`src/rtl/hsk_pkg.sv`:
```
package hsk_pkg;

    typedef enum logic [1:0] {
        PC_ALL_IN  = 2'b00,
        PC_A_CTL   = 2'b01,
        PC_AB_CTL  = 2'b10,
        PC_ALL_OUT = 2'b11
    } pc_mode_e;

    typedef enum logic [1:0] {
        SEL_A    = 2'd0,
        SEL_B    = 2'd1,
        SEL_C    = 2'd2,
        SEL_NONE = 2'd3
    } port_sel_e;

    typedef struct packed {
        logic ie_b;
        logic bf_b;
        logic intr_b;
        logic ie_a;
        logic bf_a;
        logic intr_a;
    } stat_t;

    function automatic logic grp_a_on(input pc_mode_e m);
        return (m == PC_A_CTL) || (m == PC_AB_CTL);
    endfunction

    function automatic logic grp_b_on(input pc_mode_e m);
        return (m == PC_AB_CTL);
    endfunction

    function automatic logic [5:0] pc_oe_map(input pc_mode_e m);
        case (m)
            PC_ALL_IN:  return 6'b000000;
            PC_A_CTL:   return 6'b111011;
            PC_AB_CTL:  return 6'b011011;
            default:    return 6'b111111;
        endcase
    endfunction

endpackage

```
`src/rtl/hsk_edge_sync.sv`:
```
module hsk_edge_sync #(
    parameter int STAGES = 2
) (
    input  logic clk,
    input  logic rst,
    input  logic pin_n,
    output logic fall,
    output logic rise
);
    localparam int DEPTH = STAGES + 1;

    logic [DEPTH-1:0] sh_q;

    always_ff @(posedge clk) begin
        if (rst) sh_q <= '1;
        else     sh_q <= {sh_q[DEPTH-2:0], pin_n};
    end

    assign fall = sh_q[DEPTH-1] & ~sh_q[DEPTH-2];
    assign rise = ~sh_q[DEPTH-1] & sh_q[DEPTH-2];

endmodule

```
`src/rtl/hsk_port.sv`:
```
module hsk_port #(
    parameter int W = 8
) (
    input  logic         clk,
    input  logic         rst,
    input  logic         en,
    input  logic         dir,
    input  logic         ie,
    input  logic         wr,
    input  logic         rd,
    input  logic [W-1:0] wdata,
    input  logic [W-1:0] pin_in,
    input  logic         stb_n,
    output logic [W-1:0] out_q,
    output logic [W-1:0] rdata,
    output logic         bf,
    output logic         intr
);
    logic fall, rise;
    logic prev_en, prev_dir, init;
    logic [W-1:0] in_q;

    hsk_edge_sync #(.STAGES(2)) u_sync (
        .clk(clk), .rst(rst), .pin_n(stb_n), .fall(fall), .rise(rise)
    );

    assign init = en && (!prev_en || (prev_dir != dir));

    always_ff @(posedge clk) begin
        if (rst) begin
            prev_en  <= 1'b0;
            prev_dir <= 1'b0;
        end else begin
            prev_en  <= en;
            prev_dir <= dir;
        end
    end

    always_ff @(posedge clk) begin
        if (rst || !dir) out_q <= '0;
        else if (wr)     out_q <= wdata;
    end

    always_ff @(posedge clk) begin
        if (rst)                     in_q <= '0;
        else if (en && !dir && fall) in_q <= pin_in;
    end

    always_ff @(posedge clk) begin
        if (rst || !en) begin
            bf   <= 1'b0;
            intr <= 1'b0;
        end else if (init) begin
            bf   <= 1'b0;
            intr <= dir;
        end else if (!dir) begin
            if (fall)       bf   <= 1'b1;
            if (rise && ie) intr <= 1'b1;
            if (rd) begin
                bf   <= 1'b0;
                intr <= 1'b0;
            end
        end else begin
            if (fall)       bf   <= 1'b0;
            if (rise && ie) intr <= 1'b1;
            if (wr) begin
                bf   <= 1'b1;
                intr <= 1'b0;
            end
        end
    end

    assign rdata = dir ? out_q : (en ? in_q : pin_in);


    in_mode_zero_chk: assert property (@(posedge clk) disable iff (rst)
        !dir |=> (!dir -> out_q == '0));


    same_write_stable_chk: assert property (@(posedge clk) disable iff (rst)
        (wr && dir && (wdata == out_q)) |=> $stable(out_q));


    group_init_chk: assert property (@(posedge clk) disable iff (rst)
        init |=> (!bf && (intr == $past(dir))));


    in_read_clear_chk: assert property (@(posedge clk) disable iff (rst)
        (en && !dir && rd && !init) |=> (!bf && !intr));


    out_write_set_chk: assert property (@(posedge clk) disable iff (rst)
        (en && dir && wr && !init) |=> (bf && !intr));

endmodule

```
`src/rtl/hsk_ports.sv`:
```
module hsk_ports
    import hsk_pkg::*;
#(
    parameter int PW = 8,
    parameter int CW = 6
) (
    input  logic          clk,
    input  logic          rst,
    input  logic          cmd_dir_a,
    input  logic          cmd_dir_b,
    input  logic [1:0]    cmd_pc_mode,
    input  logic          cmd_ie_a,
    input  logic          cmd_ie_b,
    input  logic          bus_wr,
    input  logic          bus_rd,
    input  logic [1:0]    bus_sel,
    input  logic [PW-1:0] bus_wdata,
    output logic [PW-1:0] bus_rdata,
    input  logic [PW-1:0] pa_in,
    output logic [PW-1:0] pa_out,
    output logic          pa_oe,
    input  logic [PW-1:0] pb_in,
    output logic [PW-1:0] pb_out,
    output logic          pb_oe,
    input  logic [CW-1:0] pc_in,
    output logic [CW-1:0] pc_out,
    output logic [CW-1:0] pc_oe,
    output logic [5:0]    stat
);
    localparam int STB_A = 2;
    localparam int STB_B = 5;

    pc_mode_e  mode;
    port_sel_e sel;
    logic en_a, en_b;
    logic [PW-1:0] rd_a, rd_b;
    logic bf_a, intr_a, bf_b, intr_b;
    logic [CW-1:0] pc_q, pc_rd;
    stat_t st;

    assign mode = pc_mode_e'(cmd_pc_mode);
    assign sel  = port_sel_e'(bus_sel);
    assign en_a = grp_a_on(mode);
    assign en_b = grp_b_on(mode);

    hsk_port #(.W(PW)) u_port_a (
        .clk(clk), .rst(rst), .en(en_a), .dir(cmd_dir_a), .ie(cmd_ie_a),
        .wr(bus_wr && sel == SEL_A), .rd(bus_rd && sel == SEL_A),
        .wdata(bus_wdata), .pin_in(pa_in), .stb_n(pc_in[STB_A]),
        .out_q(pa_out), .rdata(rd_a), .bf(bf_a), .intr(intr_a)
    );

    hsk_port #(.W(PW)) u_port_b (
        .clk(clk), .rst(rst), .en(en_b), .dir(cmd_dir_b), .ie(cmd_ie_b),
        .wr(bus_wr && sel == SEL_B), .rd(bus_rd && sel == SEL_B),
        .wdata(bus_wdata), .pin_in(pb_in), .stb_n(pc_in[STB_B]),
        .out_q(pb_out), .rdata(rd_b), .bf(bf_b), .intr(intr_b)
    );

    assign pa_oe = cmd_dir_a;
    assign pb_oe = cmd_dir_b;

    always_ff @(posedge clk) begin
        if (rst || mode == PC_ALL_IN || mode == PC_AB_CTL) pc_q <= '0;
        else if (bus_wr && sel == SEL_C)                     pc_q <= bus_wdata[CW-1:0];
    end

    always_comb begin
        case (mode)
            PC_ALL_IN: begin
                pc_out = '0;
                pc_rd  = pc_in;
            end
            PC_A_CTL: begin
                pc_out = {pc_q[5:3], 1'b0, bf_a, intr_a};
                pc_rd  = {pc_q[5:3], pc_in[STB_A], bf_a, intr_a};
            end
            PC_AB_CTL: begin
                pc_out = {1'b0, bf_b, intr_b, 1'b0, bf_a, intr_a};
                pc_rd  = {pc_in[STB_B], bf_b, intr_b, pc_in[STB_A], bf_a, intr_a};
            end
            default: begin
                pc_out = pc_q;
                pc_rd  = pc_q;
            end
        endcase
    end

    assign pc_oe = pc_oe_map(mode);

    always_comb begin
        case (sel)
            SEL_A:   bus_rdata = rd_a;
            SEL_B:   bus_rdata = rd_b;
            SEL_C:   bus_rdata = {{(PW-CW){1'b0}}, pc_rd};
            default: bus_rdata = '0;
        endcase
    end

    always_comb begin
        st.intr_a = intr_a;
        st.bf_a   = bf_a;
        st.ie_a   = cmd_ie_a;
        st.intr_b = intr_b;
        st.bf_b   = bf_b;
        st.ie_b   = cmd_ie_b;
    end
    assign stat = st;


    b_off_quiet_chk: assert property (@(posedge clk) disable iff (rst)
        !en_b |=> (!en_b -> stat[4:3] == 2'b00));


    a_off_quiet_chk: assert property (@(posedge clk) disable iff (rst)
        !en_a |=> (!en_a -> stat[1:0] == 2'b00));


    pc_in_mode_chk: assert property (@(posedge clk) disable iff (rst)
        (mode == PC_ALL_IN) |=> ((mode == PC_ALL_OUT) -> pc_out == '0));

endmodule

```
`config.mk`:
```
export PLATFORM = sky130hd
export DESIGN_NAME = hsk_ports
export DESIGN_NICKNAME = d
export VERILOG_FILES = /design/src/rtl/hsk_pkg.sv /design/src/rtl/hsk_edge_sync.sv /design/src/rtl/hsk_port.sv /design/src/rtl/hsk_ports.sv
export SDC_FILE = /design/constraint.sdc
export NUM_CORES = 1
export LEC_CHECK = 0
export BUFFER_PORTS_ARGS = -buffer_cell sky130_fd_sc_hd__buf_4
export CORE_MARGIN = 8
export CORE_UTILIZATION = 51
export DETAILED_ROUTE_END_ITERATION = 8
export GPL_TIMING_DRIVEN = 0
export HOLD_SLACK_MARGIN = 0.1
export PLACE_DENSITY_LB_ADDON = 0.12
export SLEW_MARGIN = 25
export SYNTH_ARGS = -nofsm -noshare
export SYNTH_HDL_FRONTEND = slang
export SYNTH_SLANG_ARGS = --single-unit
```
`constraint.sdc`:
```
create_clock -name clk -period 2.1 [get_ports clk]
set_clock_uncertainty 0.05 [all_clocks]
set_input_delay 0.315 -clock clk [delete_from_list [all_inputs] [get_ports clk]]
set_output_delay 0.315 -clock clk [all_outputs]
set_load 0.01 [all_outputs]
```
==> results.cfg <==
[clocking]
clkLatencyLatePin_ps = 300
ctsHoldBuffers = 0
path_clk_slew_ps = 100
htree_levels = 2
clockRootBuffer = clkbuf_8
cts_max_path_buffers = 2
cts.sinks = 52
cts_made_buffers = 5
cts_tree = done

[power_and_ir_drop]
vdd_drop_max_uv = 398.4
powerDensity_nw_per_um2 = 537.5
p_leak_nw = 1.524
power_mw = 1.981

[cells_and_area]
drive_above_1_share = 0.3180
fin_cells = 506
final.fill_count = 467
fin_util = 0.6862
syn_to_final_growth_pct = 32.70
n_antenna_cell = 0
seq_area_um2 = 1041
final_area_um2 = 3686
num-nets-final = 481
multi_input_area_um2 = 1531

[sta]
setup_ws_ps = 39.09
fin_crit_sh = 0.9814
fin_setup_tns_ps = 0
slew_viol_final = 0
setup_viol = 0
fin_crit_ps = 2061
slew_headroom = 0.5881
tightest_slew_ps = 617.9
fmax_mhz = 485.2
hold_viol = 0
worst_hold_slack_ps = 156.2

[global_routing]
grt_antenna_before_repair = 0
grt_util_all_layers = 0.1984
overflow = 0
grt_pass1_wl_um = 13260
grt_pass1_vias = 2753
grt_max_degree = 16

[die]
die-area_um2 = 8064
start_util = 0.5171
rows = 27
fp.coreArea_um2 = 5371
ioPinCount = 86
die_x_um = 89.80
fp.dieH_um = 89.80

[route]
via_per_inst = 5.360
wl_per_cell_um = 16.22
drt_pass1_iterations = 4
vias = 2712
detail-route-antenna-nets = 0
drtIter0Drc = 216
drt_wl_total_um = 8207
drc = 0

[place]
numPortBuffers = 82
dp_cells = 496
gp_congestion = 0.9229
place_area_um2 = 3483
place_hpwl_um = 6305
dpl_worst_slack_ps = -171.3

[flow_run]
cap_violations = 0

[synth]
ys_warn_count = 0
synth_area_leader_cell = dfxtp_1
ys_top_cells_by_count = nand2_1 (55), dfxtp_1 (52), mux2i_1 (35), a21oi_1 (30), o21ai_0 (23)
synth_edf_count = 0
yosys-top-cells-area = dfxtp_1 (37%), mux2i_1 (13%), nand2_1 (7.4%), a21oi_1 (5.4%), buf_4 (4.3%)
syn_area_per_cell_um2 = 8.122
syn-num-nets = 389
ys_types = 40
syn-cell-area_um2 = 2778
yosysSeqAreaShare = 0.3748
synth_cells = 342
netlist.area_leader.share = 0.3748
yosys_most_used_dff = dfxtp_1
yosysMostFrequentCell = nand2_1
ys_ff_latch = 52
async_flop_share = 0

[worst_setup_path]
crit_required_ps = 1740
cpLargestDelayFamily = compound AO/OA/AOI/OAI gates
startpoint_type = primary input
cp_slowest_cell = or2_2
critPathBufInv = 2
critPathMaxFanout = 9
end_kind = primary output
worstSetupPathType = primary input to primary output
crit_chain = buf_12 -> ha_2 -> or2_2 -> a32o_1 -> o21ai_1 -> a21oi_1 -> buf_4
cp.arrival_ps = 1700
cpPeakStageDelay_ps = 330

[min_path]
min_path_type = primary input to flip-flop

[outcome]
status = complete, no violations
-- repair_timing --
item | in CTS | in global routing
setup buffers | 3 | 0
gates resized for setup | 13 | 23
endpoints found under the setup margin | 6 | 8
cloned | 1 | 0
pin swaps | 3 | 6
endpoints found under the hold margin | 0 | 0
-- report_power, final --
group,switching [mW],internal (mW)
Combinational,0.205,0.202
Sequential,0.0139,1.01
Clock,0.328,0.227
Total,0.547,1.43
-- final cells by class --
type	count	share of cell area
inverters	10	0.01290
repair buffers	86	0.1830
plain buffers	35	0.05974
clock buffers	5	0.01867
multi-input cells	244	0.4155
clock inverters	2	0.003394
flip-flops and latches	52	0.2824
well taps	72	0.02444
-- worst register-to-register path, cell delays in order (launching register included) --
cell      delay [ps]
dfxtp_1          330
nand2b_1         200
nor3b_1          200
buf_4            230
mux2i_1          210
nor2_1            50
-- kinds of logic after synthesis --
kind of cell             count (synthesis)  share of synthesized area
multiplexers                            36                     0.1302
buffers and inverters                   46                    0.09280
AO/OA/AOI/OAI                           76                     0.1635
adder cells (fa/ha/maj)                  5                    0.02252
AND/OR/NAND/NOR                        126                     0.2131
XOR/XNOR                                 1                   0.003154
flip-flops                              52                     0.3748
-- state kept, by name, summed over array words and instances (netlist names) --
name / flops
pc_q: 6
u_port_a.bf: 1
u_port_a.in_q: 8
u_port_a.intr: 1
u_port_a.out_q: 8
u_port_a.prev_dir: 1
u_port_a.prev_en: 1
u_port_a.u_sync.sh_q: 3
u_port_b.bf: 1
u_port_b.in_q: 8
u_port_b.intr: 1
u_port_b.out_q: 8
u_port_b.prev_dir: 1
u_port_b.prev_en: 1
u_port_b.u_sync.sh_q: 3
-- final timing paths --
check,from,endpoint,slack (ps),depth (start not counted)
min reg2reg,u_port_b.u_sync.sh_q[0],u_port_b.u_sync.sh_q[1],370,1
max,cmd_pc_mode[0],bus_rdata[4],40,7
min,pc_in[2],u_port_a.u_sync.sh_q[0],160,2
max reg2reg,u_port_a.u_sync.sh_q[1],u_port_a.in_q[7],700,5
-- layout by cell type, fill, tap and decap left out, types with 3 or more instances in the layout --
cell	Yosys	layout
buf_2	8	8
buf_6	2	3
ha_4	0	3
inv_1	10	8
dfxtp_1	52	52
clkbuf_8	0	5
o21ai_0	23	14
or2_2	7	7
nand2_1	55	55
nand3_1	14	14
nor2_1	21	21
a22oi_1	6	5
and2_1	8	8
buf_4	16	97
o21ai_1	1	9
nand2b_1	7	7
a21oi_1	30	30
mux2i_1	35	34
nor2b_1	5	5
clkbuf_1	10	10
-- metal layers --
layer  share of wire  vias to the layer above  wire, um  GRT usage
li1                -                     1332         -          -
met5               0                        -         0          0
met2            0.47                      110      3843     0.3221
met4           0.016                        0       132    0.06911
met3           0.070                       10       573    0.05403
met1            0.45                     1260      3657     0.2454
No activity file was read; power rests on OpenSTA's default activity.
